==> src/rtl/evt_irq_pkg.sv <==
package evt_irq_pkg;
  typedef enum logic [1:0] {
    SRC_LINK  = 2'd0,
    SRC_ROLL  = 2'd1,
    SRC_TXERR = 2'd2
  } evt_src_e;

  localparam int NUM_SRC = 3;
endpackage

==> src/rtl/link_edge_sync.sv <==
module link_edge_sync #(
  parameter int STAGES = 2
) (
  input  logic clk,
  input  logic rst,
  input  logic level_i,
  output logic change_o
);
  localparam int ARM  = STAGES + 1;
  localparam int CW   = $clog2(ARM + 1);
  localparam logic [CW-1:0] ARM_V = CW'(ARM);

  logic [STAGES-1:0] sync_q;
  logic              prev_q;
  logic [CW-1:0]     arm_cnt_q;
  logic              armed;

  always_ff @(posedge clk) begin
    if (rst) begin
      sync_q    <= '0;
      prev_q    <= 1'b0;
      arm_cnt_q <= '0;
    end else begin
      sync_q <= {sync_q[STAGES-2:0], level_i};
      prev_q <= sync_q[STAGES-1];
      if (arm_cnt_q != ARM_V) arm_cnt_q <= arm_cnt_q + 1'b1;
    end
  end

  assign armed    = (arm_cnt_q == ARM_V);
  assign change_o = armed && (sync_q[STAGES-1] ^ prev_q);
endmodule

==> src/rtl/tx_err_detect.sv <==
module tx_err_detect (
  input  logic clk,
  input  logic rst,
  input  logic tx_en_i,
  input  logic tx_ok_i,
  output logic err_set_o,
  output logic restart_o
);
  logic tx_en_q;

  always_ff @(posedge clk) begin
    if (rst) tx_en_q <= 1'b0;
    else     tx_en_q <= tx_en_i;
  end

  assign err_set_o = tx_en_q && !tx_en_i && !tx_ok_i;
  assign restart_o = !tx_en_q && tx_en_i;
endmodule

==> src/rtl/sticky_flag.sv <==
module sticky_flag (
  input  logic clk,
  input  logic rst,
  input  logic set_i,
  input  logic clr_i,
  output logic flag_o
);
  logic flag_q;

  always_ff @(posedge clk) begin
    if (rst)        flag_q <= 1'b0;
    else if (set_i) flag_q <= 1'b1;
    else if (clr_i) flag_q <= 1'b0;
  end

  assign flag_o = flag_q;


  set_wins_chk: assert property (@(posedge clk) disable iff (rst)
    set_i |=> flag_o);

  clear_takes_chk: assert property (@(posedge clk) disable iff (rst)
    (clr_i && !set_i) |=> !flag_o);
endmodule

==> src/rtl/irq_ctrl_regs.sv <==
module irq_ctrl_regs #(
  parameter int ADDR_W       = 4,
  parameter int DATA_W       = 16,
  parameter logic [ADDR_W-1:0] CTRL_ADDR = 'hC,
  parameter int LINK_EN_BIT  = 7,
  parameter int ROLL_EN_BIT  = 6,
  parameter int TXERR_EN_BIT = 5
) (
  input  logic                          clk,
  input  logic                          rst,
  input  logic                          wr_en_i,
  input  logic [ADDR_W-1:0]             wr_addr_i,
  input  logic [DATA_W-1:0]             wr_data_i,
  input  logic [DATA_W/8-1:0]           wr_strb_i,
  output logic [evt_irq_pkg::NUM_SRC-1:0] en_o,
  output logic                          link_ack_o
);
  import evt_irq_pkg::*;

  localparam int STRB_W = DATA_W / 8;
  localparam int POS [NUM_SRC] = '{LINK_EN_BIT, ROLL_EN_BIT, TXERR_EN_BIT};

  logic               hit;
  logic [NUM_SRC-1:0] en_q;
  logic [NUM_SRC-1:0] bit_wr;

  assign hit = wr_en_i && (wr_addr_i == CTRL_ADDR);

  for (genvar k = 0; k < NUM_SRC; k++) begin : g_en
    assign bit_wr[k] = hit && wr_strb_i[POS[k] / 8];
    always_ff @(posedge clk) begin
      if (rst)            en_q[k] <= 1'b0;
      else if (bit_wr[k]) en_q[k] <= wr_data_i[POS[k]];
    end
  end

  logic unused_bus;
  assign unused_bus = ^{wr_data_i, wr_strb_i, STRB_W[0]};

  assign en_o       = en_q;
  assign link_ack_o = bit_wr[SRC_LINK];


  en_hold_chk: assert property (@(posedge clk) disable iff (rst)
    (!wr_en_i || wr_addr_i != CTRL_ADDR) |=> $stable(en_o));
endmodule

==> src/rtl/evt_irq_merge.sv <==
module evt_irq_merge #(
  parameter int ADDR_W       = 4,
  parameter int DATA_W       = 16,
  parameter logic [ADDR_W-1:0] CTRL_ADDR = 'hC,
  parameter int LINK_EN_BIT  = 7,
  parameter int ROLL_EN_BIT  = 6,
  parameter int TXERR_EN_BIT = 5,
  parameter int SYNC_STAGES  = 2
) (
  input  logic                clk,
  input  logic                rst,
  input  logic                link_ok_i,
  input  logic                roll_flag_i,
  input  logic                tx_en_i,
  input  logic                tx_ok_i,
  input  logic                wr_en_i,
  input  logic [ADDR_W-1:0]   wr_addr_i,
  input  logic [DATA_W-1:0]   wr_data_i,
  input  logic [DATA_W/8-1:0] wr_strb_i,
  output logic                link_en_o,
  output logic                roll_en_o,
  output logic                txerr_en_o,
  output logic                irq_o
);
  import evt_irq_pkg::*;

  logic [NUM_SRC-1:0] en;
  logic [NUM_SRC-1:0] pend;
  logic [NUM_SRC-1:0] gated;
  logic link_ack, link_chg, tx_set, tx_restart;
  logic irq_q;

  irq_ctrl_regs #(
    .ADDR_W(ADDR_W), .DATA_W(DATA_W), .CTRL_ADDR(CTRL_ADDR),
    .LINK_EN_BIT(LINK_EN_BIT), .ROLL_EN_BIT(ROLL_EN_BIT),
    .TXERR_EN_BIT(TXERR_EN_BIT)
  ) u_regs (
    .clk(clk), .rst(rst), .wr_en_i(wr_en_i), .wr_addr_i(wr_addr_i),
    .wr_data_i(wr_data_i), .wr_strb_i(wr_strb_i),
    .en_o(en), .link_ack_o(link_ack)
  );

  link_edge_sync #(.STAGES(SYNC_STAGES)) u_link (
    .clk(clk), .rst(rst), .level_i(link_ok_i), .change_o(link_chg)
  );

  sticky_flag u_link_pend (
    .clk(clk), .rst(rst), .set_i(link_chg), .clr_i(link_ack),
    .flag_o(pend[SRC_LINK])
  );

  tx_err_detect u_txdet (
    .clk(clk), .rst(rst), .tx_en_i(tx_en_i), .tx_ok_i(tx_ok_i),
    .err_set_o(tx_set), .restart_o(tx_restart)
  );

  sticky_flag u_tx_pend (
    .clk(clk), .rst(rst), .set_i(tx_set), .clr_i(tx_restart),
    .flag_o(pend[SRC_TXERR])
  );

  assign pend[SRC_ROLL] = roll_flag_i;

  for (genvar k = 0; k < NUM_SRC; k++) begin : g_gate
    assign gated[k] = pend[k] & en[k];
  end

  always_ff @(posedge clk) begin
    if (rst) irq_q <= 1'b0;
    else     irq_q <= |gated;
  end

  assign irq_o      = irq_q;
  assign link_en_o  = en[SRC_LINK];
  assign roll_en_o  = en[SRC_ROLL];
  assign txerr_en_o = en[SRC_TXERR];


  roll_gate_chk: assert property (@(posedge clk) disable iff (rst)
    (roll_flag_i && roll_en_o) |=> irq_o);

  pend_exposed_chk: assert property (@(posedge clk) disable iff (rst)
    (pend[SRC_LINK] && link_en_o) |=> irq_o);

  tx_fail_chk: assert property (@(posedge clk) disable iff (rst)
    (!$past(rst) && $past(tx_en_i) && !tx_en_i && !tx_ok_i) |=> pend[SRC_TXERR]);

  tx_good_chk: assert property (@(posedge clk) disable iff (rst)
    ($past(tx_en_i) && !tx_en_i && tx_ok_i && !pend[SRC_TXERR]) |=> !pend[SRC_TXERR]);

  all_off_chk: assert property (@(posedge clk) disable iff (rst)
    (!link_en_o && !roll_en_o && !txerr_en_o) |=> !irq_o);
endmodule

==> config.mk <==
export PLATFORM = sky130hd
export DESIGN_NAME = evt_irq_merge
export DESIGN_NICKNAME = d
export VERILOG_FILES = /design/src/rtl/evt_irq_pkg.sv /design/src/rtl/link_edge_sync.sv /design/src/rtl/tx_err_detect.sv /design/src/rtl/sticky_flag.sv /design/src/rtl/irq_ctrl_regs.sv /design/src/rtl/evt_irq_merge.sv
export SDC_FILE = /design/constraint.sdc
export NUM_CORES = 1
export LEC_CHECK = 0
export ABC_AREA = 1
export BUFFER_PORTS_ARGS = -buffer_cell sky130_fd_sc_hd__buf_2
export CAP_MARGIN = 40
export CORE_AREA = 2 2 39 41
export CTS_CLUSTER_DIAMETER = 40
export DETAILED_ROUTE_END_ITERATION = 8
export DIE_AREA = 0 0 41 43
export PLACE_DENSITY_LB_ADDON = 0.1
export SYNTH_ARGS = -nofsm -noshare
export SYNTH_HDL_FRONTEND = slang
export SYNTH_SLANG_ARGS = --single-unit
==> constraint.sdc <==
create_clock -name clk -period 1.8 [get_ports clk]
set_input_delay 0.18 -clock clk [delete_from_list [all_inputs] [get_ports clk]]
set_output_delay 0.18 -clock clk [all_outputs]
set_load 0.03 [all_outputs]
* Word-level counts from Yosys, hierarchy flattened
Index checks and enable logic that the tools add are counted.
** Word-level totals
- Register bits after elaboration :: 12
- Input bits :: 29
- Output and inout bits :: 4
- Word-level logic and storage cells :: 34
** Cells by class
- Add/sub/neg operators :: 1
- Eq/ne operators :: 3
- Muxes and demuxes :: 4
- Bitwise gates (word level) :: 4
- Reduce and logical (&&, ||, !) cells :: 12
** Operators with widths (number)
- $logic_and A1 B1 Y1 :: 6
- $eq A4 B4 Y1 const B :: 1
- $mux W1 :: 4
- $reduce_bool A2 Y1 :: 2
- $and A1 B1 Y1 :: 3
- $logic_not A1 Y1 :: 3
- $reduce_or A3 Y1 :: 1
- $add A2 B1 Y2 const B :: 1
- $eq A2 B2 Y1 const B :: 1
- $ne A2 B2 Y1 const B :: 1
- $xor A1 B1 Y1 :: 1

* Logic depth before layout (Yosys ltp)
Gate-level depths: netlist (run 1).
- Depth in word-level cells :: 5
- Depth in mapped cells :: 6
- Depth with buffers taken out :: 6

* Hierarchy
From an unflattened synthesis (run 1), not the netlist that was laid out.
** Unflattened totals
- Cells, all modules :: 75
- Area total of the unflattened synthesis :: 534.3 um^2
** Modules (own cells, without submodules)
- link_edge_sync :: times used 1, cells each 27, area an instance 193.9 um^2, sequential area each 100.1 um^2
- irq_ctrl_regs :: times used 1, cells each 24, area an instance 168.9 um^2, sequential area each 60.1 um^2
- sticky_flag :: times used 2, cells each 5, area an instance 40.0 um^2, sequential area each 20.0 um^2
- evt_irq_merge :: times used 1, cells each 8, area an instance 47.5 um^2, sequential area each 20.0 um^2
- tx_err_detect :: times used 1, cells each 6, area an instance 43.8 um^2, sequential area each 20.0 um^2

* Least setup slack after synthesis (run 1)
No wires, ideal clock.
- Kind :: reg-to-reg
- Start point :: register u_link.arm_cnt_q[0]
- End point :: register u_link_pend.flag_q (netlist: u_link_pend.flag_o)
- Library setup time :: 70 ps
- Arrival :: 818 ps
- Setup slack :: 912 ps
- Cell stages (with the launch flop) :: 6
- Buffers on the path :: 0
- Clock period less this slack :: 888 ps
- Cells stage by stage :: dfxtp_1 > ha_1 > inv_2 > a21oi_1 > o21ai_1 > a21oi_1
** On the way
- Cells in the longest elaborated chain, start to end :: 3
- Elaborated cells between the ends (all ways) :: 4
- Those cells by class :: eq/ne: 1; mux: 1; reduce/logical: 2
** Ends and longest elaborated chain
- from (decl) :: line link_edge_sync.sv:15 : logic [CW-1:0] arm_cnt_q;
- from (signal assigned) :: line link_edge_sync.sv:26 : if (arm_cnt_q != ARM_V) arm_cnt_q <= arm_cnt_q + 1'b1;
- $eq A2 B2 Y1 * :: line link_edge_sync.sv:30 : assign armed = (arm_cnt_q == ARM_V);
- $logic_and A1 B1 Y1 * :: line link_edge_sync.sv:31 : assign change_o = armed && (sync_q[STAGES-1] ^ prev_q);
- $mux W1 or $reduce_bool A2 Y1 (tied branches)
- to (signal assigned) :: line sticky_flag.sv:11 : if (rst) flag_q <= 1'b0;
- to (signal assigned) :: line sticky_flag.sv:12 : else if (set_i) flag_q <= 1'b1;
- to (signal assigned) :: line sticky_flag.sv:13 : else if (clr_i) flag_q <= 1'b0;
- to (decl) :: line sticky_flag.sv:8 : logic flag_q;
Every way passes the cells marked *; elsewhere a longest branch is shown, timed or not.
A chain may end at the register's enable or synchronous reset.

* Final worst setup path (run 1)
- Start point :: register u_regs.en_q[0] (netlist: u_regs.en_o[0])
- End point :: output port link_en_o
** RTL lines
- from (decl) :: line irq_ctrl_regs.sv:24 : logic [NUM_SRC-1:0] en_q;
- from (signal, indexed assignment) :: line irq_ctrl_regs.sv:33 : else if (bit_wr[k]) en_q[k] <= wr_data_i[POS[k]];
- to (decl) :: line evt_irq_merge.sv:20 : output logic link_en_o,
No word-level cell between the ends.

==> results of run 1 <==
==> routing by layer <==
layer / part of all wire / global-route usage
met4: 0.011 / 0.08000
met2: 0.37 / 0.1625
met1: 0.51 / 0.1508
met3: 0.10 / 0.04712
met5: 0 / 0
==> where the power goes <==
part | total [uW] | internal, uW | switching [uW]
clock | 153 | 77.1 | 75.8
combinational | 53.5 | 24.9 | 28.6
sequential | 289 | 280 | 8.29
total | 495 | 382 | 113
==> worst paths after layout <==
path,from,endpoint,slack [ps]
min,link_ok_i,u_link.sync_q[0]$_SDFF_PP0_,120
min reg2reg,u_link.sync_q[0]$_SDFF_PP0_,u_link.sync_q[1]$_SDFF_PP0_,410
max,u_regs.en_o[0]$_SDFFE_PP0P_,link_en_o,810
max reg2reg,u_link.arm_cnt_q[0]$_SDFFE_PP0P_,u_link_pend.flag_o$_SDFFE_PP0P_,840
==> registers in the layout (all words and copies together), names as in the netlist <==
name / count
u_regs.en_o: 3
u_link.arm_cnt_q: 2
u_link.sync_q: 2
irq_o: 1
u_link.prev_q: 1
u_link_pend.flag_o: 1
u_tx_pend.flag_o: 1
u_txdet.tx_en_q: 1
==> cell families (layout without fill, tap and decap cells) <==
kind of cell,after synthesis,in the layout,synth area share
adders and majority gates,1,1,0.02673
AOI/OAI and AO/OA,8,8,0.08556
and+or+nand+nor,30,30,0.2781
buffers and inverters,12,33,0.09627
DFF,12,12,0.5134
==> area by class of cell <==
| cell class | count | area [um^2] | share of cell area |
|---|---|---|---|
| Clock buffer | 3 | 22.52 | 0.03750 |
| Multi-Input combinational cell | 39 | 182.7 | 0.3042 |
| Tap cell | 16 | 20.02 | 0.03333 |
| Inverter | 12 | 45.04 | 0.07500 |
| Timing Repair Buffer | 18 | 90.09 | 0.1500 |
| Sequential cell | 12 | 240.2 | 0.4000 |
==> through the flow <==
stage	std cells	worst slack, ps	util	instance area, um^2
3_5_place_dp	97	857.7	0.4177	578.1
6_report	100	807.1	0.4340	600.6
2_1_floorplan	63	912.5	-	467.9
5_1_grt	100	700.9	0.4340	600.6
4_1_cts	100	791.1	0.4340	600.6
3_3_place_gp	97	874.6	0.4177	578.1
==> cell usage after synthesis <==
cell type	n	area, um^2
nor2_1	14	52.55
dfxtp_1	12	240.2
o21ai_0	2	10.01
ha_1	1	12.51
nand3_4	1	17.52
inv_1	10	37.54
o21ai_1	2	10.01
inv_2	2	7.510
nand2_1	13	48.80
a21oi_1	4	20.02
nor2_2	1	6.260
nand3_1	1	5.000
==> worst reg2reg max path, delay by kind of cell (launching register included) <==
kind	cells	cell delay (ps)
DFF	1	360
AOI/OAI and AO/OA	3	300
adders and majority gates	1	180
buffers and inverters	1	60
==> flow_metrics.env, run 1 <==
export IMPL_run_status="finished, final reports clean"
export IMPL_diodes=0
export IMPL_initialDrtViolationCount=4
export IMPL_cp_max_fo=3
export IMPL_path_clk_slew_ps=70
export IMPL_synth_seq_cells=12
export IMPL_ys_types=12
export IMPL_antenna_found_initial=0
export IMPL_crit_cells=1
export IMPL_finClkSkew_ps=0.2426
export IMPL_slowest_stage="dfxtp_1"
export IMPL_drcViolationCount=0
export IMPL_dieArea_mm2=0.001763
export IMPL_p_total_uw=494.8
export IMPL_worstMarginPinSlew_ps=140.9
export IMPL_critPathTopFamily="flip-flops"
export IMPL_synthCells=63
export IMPL_leakagePower_uw=0.0003319
export IMPL_vias_per_cell=4.120
export IMPL_layout_commonest_cell="buf_2"
export IMPL_drv_cap=0
export IMPL_critPathRequiredTime_ps=1620
export IMPL_slew_viol_final=0
export IMPL_rsz0062_at_grt="false"
export IMPL_arrival_ps=810
export IMPL_power_density_mw_per_mm2=824.0
export IMPL_cp_num_buf_inv=1
export IMPL_grt_max_degree=8
export IMPL_die_h_um=43
export IMPL_hold_violations=0
export IMPL_io_buffer_count=18
export IMPL_cts_sinks=12
export IMPL_cts_resized=0
export IMPL_cp_end_kind="primary output"
export IMPL_fin_hold_ws_ps=119.2
export IMPL_synth_area_um2=467.9
export IMPL_wl_per_cell_um=8.220
export IMPL_clk_path_buf_depth=2
export IMPL_relSlewSlack=0.9050
export IMPL_die_w_um=41
export IMPL_worstSetupPathType="flip-flop to primary output"
export IMPL_hpwl_um=621.8
export IMPL_gp_congestion=0.6327
export IMPL_ant_nets=0
export IMPL_dr_pass1_iters=2
export IMPL_worst_r2r_path_depth=5
export IMPL_area_growth_pct=28.34
export IMPL_ys_warnings_count=0
export IMPL_finalCritPeriodShare=0.5516
export IMPL_core_area_mm2=0.001384
export IMPL_cts_hold_buf=0
export IMPL_vias=412
export IMPL_nets=116
export IMPL_grt_pass1_wl_mm=1.400
export IMPL_worstSkewPairLatency_ps=260
export IMPL_grt_ovfl_total=0
export IMPL_hold_class="input port to flip-flop"
export IMPL_wl_um=822
export IMPL_drive_above_1_share=0.2976
export IMPL_htree_levels=1
export IMPL_fillers=151
export IMPL_grt_use_total=0.1202
export IMPL_rows=14
export IMPL_cp_cell_sequence="buf_2"
export IMPL_mostFrequentLayoutCells="buf_2, nor2_1, nand2_1"
export IMPL_cts_tree="done"
export IMPL_postCtsSetupRepairBufs=0
export IMPL_critPathLaunchType="flip-flop"
export IMPL_grt_pass1_vias=354
export IMPL_cts_buffers=3
export IMPL_slowest_delay_ps=350
export IMPL_peakVddDrop_mv=0.3510
export IMPL_tns_ps=0
export IMPL_syn_nets=93
export IMPL_yosysSeqAreaShare=0.5134
export IMPL_setup_viol=0
export IMPL_min_path_cells=3
export IMPL_cts_root_buf="clkbuf_4"
export IMPL_fmax_ghz=1.007
export IMPL_num_io_pins=33
export IMPL_fin_crit_ps=992.9
export IMPL_synth_area_per_cell_um2=7.428
export IMPL_start_util=0.3382
Note: power is estimated with default switching activity, not from simulation.
==> run 2: changes to the inputs <==
--- a/config.mk
+++ b/config.mk
@@ -8,10 +8,10 @@
 export ABC_AREA = 1
 export BUFFER_PORTS_ARGS = -buffer_cell sky130_fd_sc_hd__buf_2
 export CAP_MARGIN = 40
-export CORE_AREA = 2 2 39 41
+export CORE_AREA = 2 2 41 43
 export CTS_CLUSTER_DIAMETER = 40
 export DETAILED_ROUTE_END_ITERATION = 8
-export DIE_AREA = 0 0 41 43
+export DIE_AREA = 0 0 43 45
 export PLACE_DENSITY_LB_ADDON = 0.1
 export SYNTH_ARGS = -nofsm -noshare
 export SYNTH_HDL_FRONTEND = slang
==> constraint.sdc (replaced) <==
create_clock -name clk -period 0.8 [get_ports clk]
set_input_delay 0.08 -clock clk [delete_from_list [all_inputs] [get_ports clk]]
set_output_delay 0.08 -clock clk [all_outputs]
set_load 0.03 [all_outputs]
==> flow_metrics.env, run 2 (synthesized netlist as in run 1, its figures left out) <==
export IMPL_critPathTopFamily="flip-flops"
export IMPL_cp_end_kind="flip-flop"
export IMPL_mostFrequentLayoutCells="buf_2, nor2_1, nand2_1"
export IMPL_worstMarginPinSlew_ps=159.3
export IMPL_finalCritPeriodShare=1.097
export IMPL_fin_crit_ps=877.4
export IMPL_rows=14
export IMPL_slowest_delay_ps=350
export IMPL_io_buffer_count=18
export IMPL_fin_ws_ps=-77.38
export IMPL_crit_cells=5
export IMPL_largest_reg_flops=3
export IMPL_utilization=0.4753
export IMPL_leakagePower_uw=0.0003586
export IMPL_grt_use_total=0.1169
export IMPL_worst_r2r_path_depth=5
export IMPL_cts_tree="done"
export IMPL_finClkSkew_ps=0.2864
export IMPL_holdPathEnd="u_link.sync_q[0]$_SDFF_PP0_"
export IMPL_rrSetupSlack_ps=-80
export IMPL_r2r_end="u_link_pend.flag_o$_SDFFE_PP0P_"
export IMPL_dieArea_mm2=0.001935
export IMPL_initialDrtViolationCount=2
export IMPL_vias=450
export IMPL_drive_above_1_share=0.4886
export IMPL_violations="setup timing"
export IMPL_hold_start="link_ok_i"
export IMPL_critPathRequiredTime_ps=990
export IMPL_wl_um=869
export IMPL_cp_cell_sequence="ha_4, inv_4, a21oi_2, o21ai_1, a21oi_1"
export IMPL_core_area_mm2=0.001471
export IMPL_vias_per_cell=4.327
export IMPL_drv_cap=0
export IMPL_hold_class="input port to flip-flop"
export IMPL_cts_root_buf="clkbuf_4"
export IMPL_ant_nets=0
export IMPL_clk_path_buf_depth=2
export IMPL_cts_hold_buf=0
export IMPL_power_density_mw_per_mm2=1671
export IMPL_relSlewSlack=0.8927
export IMPL_design_area_um2=699.4
export IMPL_gp_congestion=0.6482
export IMPL_hold_violations=0
export IMPL_reg2reg_from="u_link.arm_cnt_q[1]$_SDFFE_PP0P_"
export IMPL_min_path_cells=3
export IMPL_critPathLaunchType="flip-flop"
export IMPL_start_util=0.3180
export IMPL_rsz0062_at_grt="true"
export IMPL_path_clk_slew_ps=70
export IMPL_nets=120
export IMPL_grt_max_degree=8
export IMPL_drcViolationCount=0
export IMPL_wl_per_cell_um=8.356
export IMPL_run_status="finished, violations left"
export IMPL_area_growth_pct=49.47
export IMPL_die_h_um=45
export IMPL_slew_viol_final=0
export IMPL_setup_viol=3
export IMPL_cts_buffers=3
export IMPL_num_io_pins=33
export IMPL_arrival_ps=1070
export IMPL_cp_max_fo=4
export IMPL_worstSkewPairLatency_ps=260
export IMPL_diodes=0
export IMPL_die_w_um=43
export IMPL_worstSetupPathType="flip-flop to flip-flop"
export IMPL_slowest_stage="dfxtp_2"
export IMPL_antenna_found_initial=0
export IMPL_cts_sinks=12
export IMPL_grt_ovfl_total=0
export IMPL_grt_pass1_vias=403
export IMPL_layout_commonest_cell="buf_2"
export IMPL_grt_pass1_wl_mm=1.614
export IMPL_dr_pass1_iters=3
export IMPL_cp_num_buf_inv=1
export IMPL_hpwl_um=644.8
export IMPL_dpl_cell_area_um2=600.6
export IMPL_peakVddDrop_mv=0.9404
export IMPL_fin_hold_ws_ps=21.02
export IMPL_htree_levels=1
export IMPL_fmax_ghz=1.140
run 2: area by class of cell:
class / instances / area (um^2)
well taps: 16 / 20.02
repair buffers: 22 / 148.9
inverters: 12 / 47.55
multi-input cells: 39 / 212.7
flip-flops and latches: 12 / 247.7
clock buffers: 3 / 22.52
fillers: 171 / 772.0
run 2: power breakdown:
group / internal (uW) / switching [uW] / total (uW) / leakage (uW)
combinational: 85.9 / 77.4 / 163 / 0.000244
clock: 173 / 170 / 343 / 0.0000138
sequential: 635 / 26.8 / 662 / 0.000101
run 2: what timing repair did:
action | in CTS | in global routing
pin swaps | 0 | 1
setup buffers | 2 | 1
resized for setup | 14 | 8
setup endpoints to repair | 7 | 9
run 2: worst register-to-register path, stage by stage, from the launching register on:
cell and delay, ps:
dfxtp_2 350, ha_4 150, inv_4 40, a21oi_2 90
o21ai_1 70, a21oi_1 110
run 2: layer usage:
layer	track usage	vias up	share of wire
met3	0.03600	2	0.062
met4	0.09091	0	0.020
met5	0	-	0
li1	-	240	-
met2	0.1848	11	0.49
met1	0.1325	197	0.43
run 2: how the worst max path moves through the flow:
stage                                          start                              end  slack [ps]
global placement    u_link.arm_cnt_q[1]$_SDFFE_PP0P_  u_link_pend.flag_o$_SDFFE_PP0P_         -60
detailed placement  u_link.arm_cnt_q[1]$_SDFFE_PP0P_  u_link_pend.flag_o$_SDFFE_PP0P_         -80
finish              u_link.arm_cnt_q[1]$_SDFFE_PP0P_  u_link_pend.flag_o$_SDFFE_PP0P_         -80
floorplan           u_link.arm_cnt_q[1]$_SDFFE_PP0P_  u_link_pend.flag_o$_SDFFE_PP0P_         -20
global route        u_link.arm_cnt_q[1]$_SDFFE_PP0P_  u_link_pend.flag_o$_SDFFE_PP0P_        -170
CTS                 u_link.arm_cnt_q[1]$_SDFFE_PP0P_  u_link_pend.flag_o$_SDFFE_PP0P_         -80
run 2: metrics by stage:
step	setup WS [ps]	setup TNS, ps	power (uW)	instances
CTS	-80.28	-200.0	1190	103
detailed placement	-78.84	-132.9	816.0	98
global route	-166.3	-384.5	1251	104
finish	-77.38	-102.6	1169	104
global placement	-55.69	-92.93	810.7	98
floorplan	-20.28	-39.56	746.8	63
